## config.mk

```make
export PLATFORM = sky130hd
export DESIGN_NAME = gated_clkdiv
export DESIGN_NICKNAME = d
export VERILOG_FILES = /design/src/rtl/clkdiv_pkg.sv /design/src/rtl/cdiv_bus_port.sv /design/src/rtl/cdiv_cfg_reg.sv /design/src/rtl/cdiv_engine.sv /design/src/rtl/gated_clkdiv.sv
export SDC_FILE = /design/constraint.sdc
export NUM_CORES = 1
export LEC_CHECK = 0
export BUFFER_PORTS_ARGS = -buffer_cell sky130_fd_sc_hd__clkbuf_2
export CAP_MARGIN = 15
export CORE_AREA = 3 3 54 56
export DETAILED_ROUTE_END_ITERATION = 10
export DIE_AREA = 0 0 57 59
export GPL_TIMING_DRIVEN = 0
export PLACE_DENSITY = 0.84
export SETUP_SLACK_MARGIN = 0.4
export SLEW_MARGIN = 20
export SYNTH_ARGS = -nofsm -noshare
export SYNTH_HDL_FRONTEND = slang
export SYNTH_SLANG_ARGS = --single-unit
```

## constraint.sdc

```tcl
create_clock -name clk -period 1.9 [get_ports clk]
set_input_delay 0.19 -clock clk [delete_from_list [all_inputs] [get_ports clk]]
set_output_delay 0.19 -clock clk [all_outputs]
set_load 0.1 [all_outputs]
```

## src/rtl/clkdiv_pkg.sv

```systemverilog
package clkdiv_pkg;

    typedef enum logic [1:0] {
        ST_START = 2'd0,
        ST_RUN   = 2'd1,
        ST_OFF   = 2'd2
    } div_state_e;

endpackage

```

## src/rtl/cdiv_bus_port.sv

```systemverilog
module cdiv_bus_port #(
    parameter int DATA_W   = 32,
    parameter int ADDR_W   = 4,
    parameter int DIV_W    = 4,
    parameter int EN_BIT   = 31,
    parameter int DIV_LSB  = 24,
    parameter logic [ADDR_W-1:0] REG_ADDR = '0
) (
    input  logic              clk,
    input  logic              rst_n,
    input  logic              req_valid,
    input  logic              req_write,
    input  logic [ADDR_W-1:0] req_addr,
    input  logic [DATA_W-1:0] req_wdata,
    input  logic              req_super,
    input  logic              cfg_en_i,
    input  logic [DIV_W-1:0]  cfg_div_i,
    output logic              wr_ok_o,
    output logic              wr_en_o,
    output logic [DIV_W-1:0]  wr_div_o,
    output logic [DATA_W-1:0] rsp_rdata,
    output logic              rsp_err
);

    logic hit;
    logic user_wr;
    logic err_q;
    logic [DATA_W-1:0] image;
    logic unused_wdata;

    assign hit      = (req_addr == REG_ADDR);
    assign wr_ok_o  = req_valid && req_write && hit && req_super;
    assign user_wr  = req_valid && req_write && hit && !req_super;
    assign wr_en_o  = req_wdata[EN_BIT];
    assign wr_div_o = req_wdata[DIV_LSB +: DIV_W];
    assign unused_wdata = ^req_wdata;

    always_comb begin
        image = '0;
        image[EN_BIT] = cfg_en_i;
        image[DIV_LSB +: DIV_W] = cfg_div_i;
    end

    assign rsp_rdata = (req_valid && !req_write && hit) ? image : '0;

    always_ff @(posedge clk or negedge rst_n) begin
        if (!rst_n) begin
            err_q <= 1'b0;
        end else begin
            err_q <= user_wr;
        end
    end

    assign rsp_err = err_q;

    AST_USER_WR_BLOCKED: assert property (@(posedge clk) disable iff (!rst_n)
        user_wr |=> ($stable(cfg_en_i) && $stable(cfg_div_i)));

    AST_DIV_FILTERED: assert property (@(posedge clk) disable iff (!rst_n)
        (wr_ok_o && !wr_en_o) |=> $stable(cfg_div_i));

    AST_FOREIGN_ADDR: assert property (@(posedge clk) disable iff (!rst_n)
        (req_valid && !hit) |=> ($stable(cfg_en_i) && $stable(cfg_div_i)));

endmodule

```

## src/rtl/cdiv_cfg_reg.sv

```systemverilog
module cdiv_cfg_reg #(
    parameter int DIV_W = 4
) (
    input  logic             clk,
    input  logic             rst_n,
    input  logic             wr_ok_i,
    input  logic             wr_en_i,
    input  logic [DIV_W-1:0] wr_div_i,
    output logic             cfg_en_o,
    output logic [DIV_W-1:0] cfg_div_o
);

    logic             en_q;
    logic [DIV_W-1:0] div_q;

    always_ff @(posedge clk or negedge rst_n) begin
        if (!rst_n) begin
            en_q  <= 1'b1;
            div_q <= '0;
        end else if (wr_ok_i) begin
            en_q <= wr_en_i;
            if (wr_en_i) begin
                div_q <= wr_div_i;
            end
        end
    end

    assign cfg_en_o  = en_q;
    assign cfg_div_o = div_q;

    AST_EN_SET_LOADS: assert property (@(posedge clk) disable iff (!rst_n)
        (wr_ok_i && wr_en_i) |=> (cfg_div_o == $past(wr_div_i)));

endmodule

```

## src/rtl/cdiv_engine.sv

```systemverilog
module cdiv_engine
    import clkdiv_pkg::*;
#(
    parameter int DIV_W = 4
) (
    input  logic             clk,
    input  logic             rst_n,
    input  logic             en_i,
    input  logic [DIV_W-1:0] div_i,
    output logic             tick_o
);

    localparam int CNT_W = DIV_W;

    div_state_e       state, state_nxt;
    logic [CNT_W-1:0] cnt, cnt_nxt;
    logic [DIV_W-1:0] active, active_nxt;
    logic             at_top;

    assign at_top = (cnt == active);

    // State register
    always_ff @(posedge clk or negedge rst_n) begin
        if (!rst_n) begin
            state  <= ST_START;
            cnt    <= '0;
            active <= '0;
        end else begin
            state  <= state_nxt;
            cnt    <= cnt_nxt;
            active <= active_nxt;
        end
    end

    // Next-state logic
    always_comb begin
        state_nxt  = state;
        cnt_nxt    = cnt;
        active_nxt = active;
        unique case (state)
            ST_START: begin
                cnt_nxt    = '0;
                active_nxt = div_i;
                state_nxt  = en_i ? ST_RUN : ST_OFF;
            end
            ST_RUN: begin
                if (!en_i) begin
                    state_nxt = ST_OFF;
                    cnt_nxt   = '0;
                end else if (at_top) begin
                    cnt_nxt    = '0;
                    active_nxt = div_i;
                end else begin
                    cnt_nxt = cnt + 1'b1;
                end
            end
            ST_OFF: begin
                cnt_nxt = '0;
                if (en_i) begin
                    state_nxt = ST_START;
                end
            end
            default: begin
                state_nxt = ST_START;
                cnt_nxt   = '0;
            end
        endcase
    end

    // Output logic
    always_comb begin
        tick_o = 1'b0;
        unique case (state)
            ST_RUN:   tick_o = en_i && at_top;
            ST_START: tick_o = 1'b0;
            ST_OFF:   tick_o = 1'b0;
            default:  tick_o = 1'b0;
        endcase
    end

    AST_CNT_BOUND: assert property (@(posedge clk) disable iff (!rst_n)
        (state == ST_RUN) |-> (cnt <= active));

    AST_OFF_QUIET: assert property (@(posedge clk) disable iff (!rst_n)
        !en_i |=> !tick_o);

    AST_RELOAD_AT_TICK: assert property (@(posedge clk) disable iff (!rst_n)
        tick_o |=> (cnt == '0));

    AST_PERIOD_HELD: assert property (@(posedge clk) disable iff (!rst_n)
        (state == ST_RUN && !at_top) |=> $stable(active));

endmodule

```

## src/rtl/gated_clkdiv.sv

```systemverilog
module gated_clkdiv #(
    parameter int DATA_W  = 32,
    parameter int ADDR_W  = 4,
    parameter int DIV_W   = 4,
    parameter int EN_BIT  = 31,
    parameter int DIV_LSB = 24,
    parameter logic [ADDR_W-1:0] REG_ADDR = '0
) (
    input  logic              clk,
    input  logic              rst_n,
    input  logic              req_valid,
    input  logic              req_write,
    input  logic [ADDR_W-1:0] req_addr,
    input  logic [DATA_W-1:0] req_wdata,
    input  logic              req_super,
    output logic [DATA_W-1:0] rsp_rdata,
    output logic              rsp_err,
    output logic              div_tick
);

    logic             wr_ok;
    logic             wr_en;
    logic [DIV_W-1:0] wr_div;
    logic             cfg_en;
    logic [DIV_W-1:0] cfg_div;

    cdiv_bus_port #(
        .DATA_W  (DATA_W),
        .ADDR_W  (ADDR_W),
        .DIV_W   (DIV_W),
        .EN_BIT  (EN_BIT),
        .DIV_LSB (DIV_LSB),
        .REG_ADDR(REG_ADDR)
    ) u_bus (
        .clk      (clk),
        .rst_n    (rst_n),
        .req_valid(req_valid),
        .req_write(req_write),
        .req_addr (req_addr),
        .req_wdata(req_wdata),
        .req_super(req_super),
        .cfg_en_i (cfg_en),
        .cfg_div_i(cfg_div),
        .wr_ok_o  (wr_ok),
        .wr_en_o  (wr_en),
        .wr_div_o (wr_div),
        .rsp_rdata(rsp_rdata),
        .rsp_err  (rsp_err)
    );

    cdiv_cfg_reg #(
        .DIV_W(DIV_W)
    ) u_cfg (
        .clk      (clk),
        .rst_n    (rst_n),
        .wr_ok_i  (wr_ok),
        .wr_en_i  (wr_en),
        .wr_div_i (wr_div),
        .cfg_en_o (cfg_en),
        .cfg_div_o(cfg_div)
    );

    cdiv_engine #(
        .DIV_W(DIV_W)
    ) u_eng (
        .clk   (clk),
        .rst_n (rst_n),
        .en_i  (cfg_en),
        .div_i (cfg_div),
        .tick_o(div_tick)
    );

endmodule

```

* Yosys cells after proc, flatten, opt, wreduce, memory -nomap -nowiden
Index checks and enable logic that the tools add are counted.
Word-level totals: word-level logic and storage cells 41, output and inout port bits 34, register bits 16
Operators by class: mux-type cells 12, add/subtract/negate cells 1, equality and inequality tests 7, reduce and logical (&&, ||, !) cells 15
Operators by type and width (count):
- 2-to-1 mux 32 bit | 1
- 2-to-1 mux 4 bit | 5
- case mux 4 bit (2 select lines) | 1
- logical AND 1 bit | 7
- 2-to-1 mux 2 bit | 3
- != test 2 bit, second input constant | 3
- case mux 2 bit (3 select lines) | 1
- adder 4 x 1 -> 4 bit, second input constant | 1
- equality test 4 bit | 1
- logical NOT 4 bit | 1
- AND reduction 2 bit | 2
- AND reduction 3 bit | 1
- equality test 2 x 1 -> 1 bit, second input constant | 1
- equality test 2 bit, second input constant | 1
- logical NOT 1 bit | 2
- logical NOT 2 bit | 1
- != test 2 x 1 -> 1 bit, second input constant | 1
- nonzero test 2 bit | 1
- 2-to-1 mux 1 bit | 1

* Logic depth before layout (Yosys ltp)
Gate-level depths: netlist of run 1.
word-level depth 4, depth in mapped cells 4, mapped depth without buffers 4

* Hierarchy
A second synthesis of run 1 with hierarchy kept.
Second synthesis, totals: cells, all modules 96, area total of the unflattened synthesis 1029.7 µm²
Modules (own cells, without submodules):
- cdiv_engine | times used 1, cells each 35, area an instance 473.0 µm²
- cdiv_bus_port | times used 1, cells each 49, area an instance 355.3 µm²
- cdiv_cfg_reg | times used 1, cells each 12, area an instance 201.4 µm²

* Worst setup path after synthesis of run 1
Ideal clock, no wire load.
kind register to output, start point register u_eng.cnt[0], end point output div_tick, buffers on the path 0, stages on the path, launching flop included 4, arrival time 2.337 ns, slack -0.627 ns, cell sequence dfrtp_1 > xor2_1 > nor4_4 > nor2b_1
On the way: word-level cells in the longest chain between the ends 3
RTL lines:
- from (decl) | RTL line cdiv_engine.sv:16 | logic [CNT_W-1:0] cnt, cnt_nxt;
- from (signal assigned) | RTL line cdiv_engine.sv:30 | cnt <= cnt_nxt;
- equality test 4 bit | RTL line cdiv_engine.sv:20 | assign at_top = (cnt == active);
- logical AND 1 bit | RTL line cdiv_engine.sv:74 | ST_RUN: tick_o = en_i && at_top;
- 2-to-1 mux 1 bit | RTL line cdiv_engine.sv:73 | unique case (state)
- to (decl) | RTL line gated_clkdiv.sv:18 | output logic div_tick
No other way between the ends.

* Worst setup path after layout of run 1
start point register u_eng.active[2], end point output div_tick
On the way: word-level cells in the longest chain between the ends 3
RTL lines:
- from (decl) | RTL line cdiv_engine.sv:17 | logic [DIV_W-1:0] active, active_nxt;
- from (signal assigned) | RTL line cdiv_engine.sv:31 | active <= active_nxt;
- equality test 4 bit | RTL line cdiv_engine.sv:20
- logical AND 1 bit | RTL line cdiv_engine.sv:74
- 2-to-1 mux 1 bit | RTL line cdiv_engine.sv:73
No other way between the ends.

==> flow_summary.ini, run 1 <==
[outcome]
outcome = completed

[power]
pwr-share-clk = 0.206
power_frac_seq = 0.362
irDropWorstVdd_uv = 558
intPower_mw = 0.648
switching_share = 0.413
pwr-share-comb = 0.432
net-switching-power_mw = 0.456
leakage_nw = 0.788
powerDensity_nw_per_um2 = 798

[yosys]
syn_inst = 87
synthSimpleGateAreaFrac = 0.161
netlist.area_leader.share = 0.390
synth_area_per_cell_um2 = 11.1
synthTopCellsByArea = dfrtp_1 (39%), buf_4 (21%), mux2_4 (6.2%)
synth_compound_area_frac = 0.0273
async_flop_share = 1.00
synthMuxAreaShare = 0.109
synth_cell_types = 23
ys_warn_count = 0
synth_top_family_by_area = buffers and inverters
ys_seq_area_frac = 0.417
synth_edf_count = 0
ys_seq_elements = 16
yosysTopAreaCell = dfrtp_1
synthAdderAreaFrac = 0.0130
syn_area_um2 = 963
synthFlopType = dfrtp_1
synth-xor-area-share = 0.0545

[hold_path]
hold_class = in2reg

[sta]
grt_setup_unrepaired = yes
worst_slew_margin_rel = 0.638
worst_pin_slew_ps = 546
setup_violations = 0
fin_crit_sh = 0.959
layout_setup_ws_ps = 78.2
finClkSkew_ps = 4.57
final-max-slew-violation-count = 0
fmax_mhz = 549
hold_violations = 0
finalWorstPathRequiredPeriod_ps = 1820

[global_routing]
grt_max_degree = 17
grt_use_total = 0.117
grt_pass1_vias = 614
grt_pass1_wl_mm = 2.93
antenna_found_initial = 0
grt_overflow_total = 0

[routing]
drtIter0Drc = 12
first_pass_iters = 5
dr_total_vias = 690
antenna_left = 0
wl_mm = 1.81
drc_errors = 0
wl_per_cell_um = 10.5
viasPerCell = 3.99

[setup_path]
crit_fanout = 2
crit_path_end_kind = primary output
cp_slowest_cell = dfrtp_1
crit_type = reg2out
crit_chain = xor2_1 -> nor4_4 -> nor2b_4 -> clkbuf_16
path_buf_inv = 1
slowest_delay_ps = 400
r2r_setup_slack_ps = 170
required_ps = 1710
crit_path_start_kind = flop
worstPathArrival_ps = 1630
critPathTopFamily = simple AND/OR/NAND/NOR gates

[clock_tree]
tritoncts = yes
numClockSinks = 16
path_clk_slew_ps = 90
cts.htree.levels = 1
clockRootBuffer = clkbuf_4
clock_latency_ps = 290
cts_buffers = 3
clk_path_buf_depth = 2

[floorplan]
core_um2 = 2480
fp.dieH_um = 59
start_util = 0.389
io_pins = 75
die_w_um = 57
die_area_um2 = 3360
std_cell_rows = 18

[placement]
gp_congestion = 0.710
dp_cells = 163
io_buffers = 20
pre_cts_ws_ps = 79.7
dp_hpwl_mm = 1.43

[layout]
seq_area_um2 = 402
post-route-util = 0.559
antenna_cells = 0
finish.net_count = 186
fillerInstances = 229
multiInputGateArea_um2 = 488
syn_to_final_growth_pct = 43.6
drive_gt1_frac = 0.517
layout_commonest_cell = buf_4
layout.cells.non_filler = 173
final_cell_mix = buf_4 (32), conb_1 (27), dfrtp_1 (15)

[flow_run]
cap_violations = 0
[sequential cells by signal (all words and copies together), names as in the netlist]
| name | cells |
|---|---|
| u_eng.state | 2 |
| u_cfg.cfg_en_o | 1 |
| u_cfg.cfg_div_o | 4 |
| u_bus.rsp_err | 1 |
| u_eng.active | 4 |
| u_eng.cnt | 4 |
[per-layer routing]
layer,routed length [um],track usage
met1,609,0.118
met2,1030,0.223
met3,150,0.0479
met4,19,0.0298
met5,0,0
[synthesized netlist by cell type (3+ instances only)]
library cell,number
and2_1,5
buf_4,27
dfrtp_1,15
mux2_1,4
mux2_4,4
nand2_1,4
nor2_1,6
nor2b_1,3
xor2_1,5
[worst paths after layout]
kind,startpoint,cells past startpoint,endpoint
worst max-delay path,u_eng.active[2],4,div_tick
worst max register to register,u_eng.active[2],6,u_eng.active[2]
max in group asynchronous,rst_n,2,u_cfg.cfg_en_o
worst min register to register,u_cfg.cfg_en_o,2,u_cfg.cfg_en_o
min in group asynchronous,rst_n,2,u_eng.cnt[3]
worst min-delay path,req_super,2,u_bus.rsp_err
[metrics by stage]
| step | total power, mW | TNS, ps | cell area, um2 | hold WS, ps |
|---|---|---|---|---|
| floorplan | 0.790 | 0 | 1070 | -106 |
| global placement | 0.825 | 0 | 1210 | 120 |
| detailed placement | 0.832 | 0 | 1210 | 132 |
| CTS | 1.08 | 0 | 1350 | 77.8 |
| global route | 1.16 | -14.6 | 1380 | 80.3 |
| finish | 1.10 | 0 | 1380 | 86.6 |
[logic make-up after synthesis]
group,Yosys count
XOR/XNOR,6
AO/OA/AOI/OAI,2
adder cells (fa/ha/maj),1
buffers and inverters,28
flip-flops,16
AND/OR/NAND/NOR,25
multiplexers,8
other,1
[power by group through the flow]
stage / clock [mW] / sequential (mW) / combinational [mW]
floorplan: 0 / 0.399 / 0.392
global placement: 0 / 0.403 / 0.422
detailed placement: 0 / 0.406 / 0.427
CTS: 0.235 / 0.399 / 0.451
global route: 0.256 / 0.405 / 0.499
finish: 0.227 / 0.400 / 0.477
[final cells by class]
| type | instances | share of cell area |
|---|---|---|
| Buffer | 27 | 0.146 |
| Inverter | 1 | 0.00271 |
| Multi-Input combinational cell | 69 | 0.353 |
| Timing Repair Buffer | 26 | 0.155 |
| Sequential cell | 16 | 0.290 |
| Tap cell | 30 | 0.0271 |
| Clock buffer | 4 | 0.0262 |
[timing repair]
action                                  CTS  global route
pin swaps                                 2             1
gates resized for setup                  15             5
endpoints found under the setup margin   10            12
buffers inserted                          3             2
cloned                                    0             0
endpoints found under the hold margin    15             0
hold buffers                              1             0
(Power assumes the default switching activity.)
==> run 2, diff against run 1 <==
SETUP_SLACK_MARGIN = 0.02   (was 0.4)
==> flow_summary.ini, run 2 (synthesis gave the netlist of run 1 again) <==
[outcome]
outcome = completed

[sta]
fmax_mhz = 557
hold_violations = 0
fin_crit_sh = 0.945
worst_slew_margin_rel = 0.638
final-max-slew-violation-count = 0
hold_ws_ps = 90.3
worst_pin_slew_ps = 545
setup_violations = 0
finClkSkew_ps = 4.39
finalWorstPathRequiredPeriod_ps = 1800
layout_setup_ws_ps = 104

[clock_tree]
clock_latency_ps = 280
clk_path_buf_depth = 2
clockRootBuffer = clkbuf_4
cts.htree.levels = 1
path_clk_slew_ps = 90
cts_buffers = 3
numClockSinks = 16
tritoncts = yes

[power]
net-switching-power_mw = 0.446
power_frac_seq = 0.366
leakage_nw = 0.759
switching_share = 0.409
pwr-share-comb = 0.431
powerDensity_nw_per_um2 = 844
irDropWorstVdd_uv = 467
pwr-share-clk = 0.204
intPower_mw = 0.645
power_mw = 1.09

[setup_path]
crit_chain = xor2_1 -> nor4_4 -> nor2b_4 -> buf_12
worstPathArrival_ps = 1610
crit_type = reg2out
crit_path_end_kind = primary output
critPathTopFamily = simple AND/OR/NAND/NOR gates
path_buf_inv = 1
required_ps = 1710
crit_fanout = 3
cp_slowest_cell = dfrtp_1
crit_path_start_kind = flop
slowest_delay_ps = 420

[global_routing]
grt_overflow_total = 0
antenna_found_initial = 0
grt_pass1_wl_mm = 2.75
grt_pass1_vias = 624
grt_use_total = 0.105
grt_max_degree = 17

[routing]
wl_mm = 1.60
viasPerCell = 3.82
first_pass_iters = 2
drc_errors = 0
antenna_left = 0
dr_total_vias = 653
dr_wl_met3_um = 151
drtIter0Drc = 3
wl_per_cell_um = 9.35
highest-signal-layer = met3
wl_met1_um = 592
wl_met2_um = 854

[layout]
finish.net_count = 184
antenna_cells = 0
layout_commonest_cell = buf_4
fillerInstances = 233
post-route-util = 0.522
syn_to_final_growth_pct = 34.2
final_cell_mix = buf_4 (30), conb_1 (27), clkbuf_2 (16)
drive_gt1_frac = 0.461

[placement]
gp_congestion = 0.714
pre_cts_ws_ps = 30.7
io_buffers = 20
dp_hpwl_mm = 1.36

[hold_path]
hold_class = in2reg

[floorplan]
die_area_um2 = 3360
fp.dieH_um = 59
start_util = 0.389
die_w_um = 57
std_cell_rows = 18
core_um2 = 2480
io_pins = 75

[flow_run]
cap_violations = 0
==> run 2: cell types whose count changed in the layout (fill, tap and decap cells not counted), moves of 2 or more <==
cell,change
and2_1,+5
and2_2,-5
buf_2,+3
clkbuf_8,-3
buf_4,-2
buf_8,-2
clkbuf_2,+2
==> run 2: per-stage QoR <==
stage	setup TNS, ps	instance area (um2)	instances
global placement	0	1210	163
global route	-5.82	1290	171
finish	0	1290	171
floorplan	0	1070	113
CTS	0	1270	169
detailed placement	0	1210	163
==> run 2: final cells by class <==
type / count / area (um2) / share of cell area
multi-input cells: 69 / 463 / 0.358
flip-flops and latches: 16 / 402 / 0.311
plain buffers: 27 / 203 / 0.157
repair buffers: 24 / 148 / 0.114
well taps: 30 / 37.5 / 0.0290
clock buffers: 4 / 36.3 / 0.0281
inverters: 1 / 3.75 / 0.00290
==> run 2: repair_timing <==
action	in CTS	in global routing
resized for setup	3	5
buffers inserted	1	2
pin swaps	1	1
endpoints found under the setup margin	1	4
endpoints found under the hold margin	15	0
hold buffers	1	0
==> run 2: layer usage <==
layer	GRT usage	vias to the layer above
li1	-	336
met1	0.117	288
met2	0.192	29
met3	0.0305	0
met4	0.0298	0
met5	0	-
==> run 2: power by group through the flow <==
stage	Clock, mW	Combinational, mW	Sequential (mW)
finish	0.222	0.470	0.399
global placement	0	0.422	0.403
floorplan	0	0.392	0.399
CTS	0.232	0.450	0.399
detailed placement	0	0.427	0.405
global route	0.245	0.494	0.405
==> run 2: final timing paths <==
| kind | to | from | depth (start not counted) | slack (ps) |
|---|---|---|---|---|
| max in group asynchronous | u_cfg.cfg_en_o | rst_n | 2 | 1240 |
| max reg2reg | u_eng.active[0] | u_eng.cnt[0] | 6 | 150 |
| min | u_bus.rsp_err | req_super | 2 | 90 |
| min reg2reg | u_cfg.cfg_en_o | u_cfg.cfg_en_o | 2 | 480 |
| max | div_tick | u_eng.cnt[0] | 4 | 100 |
| min in group asynchronous | u_eng.cnt[3] | rst_n | 2 | 350 |
==> run 2: worst reg2reg max path, cell delays in order, from the launching register on <==
cell and delay [ps]:
dfrtp_1 420, xor2_1 200, nor4_4 320, buf_4 150, buf_4 110, a31oi_4 130, mux2_4 320
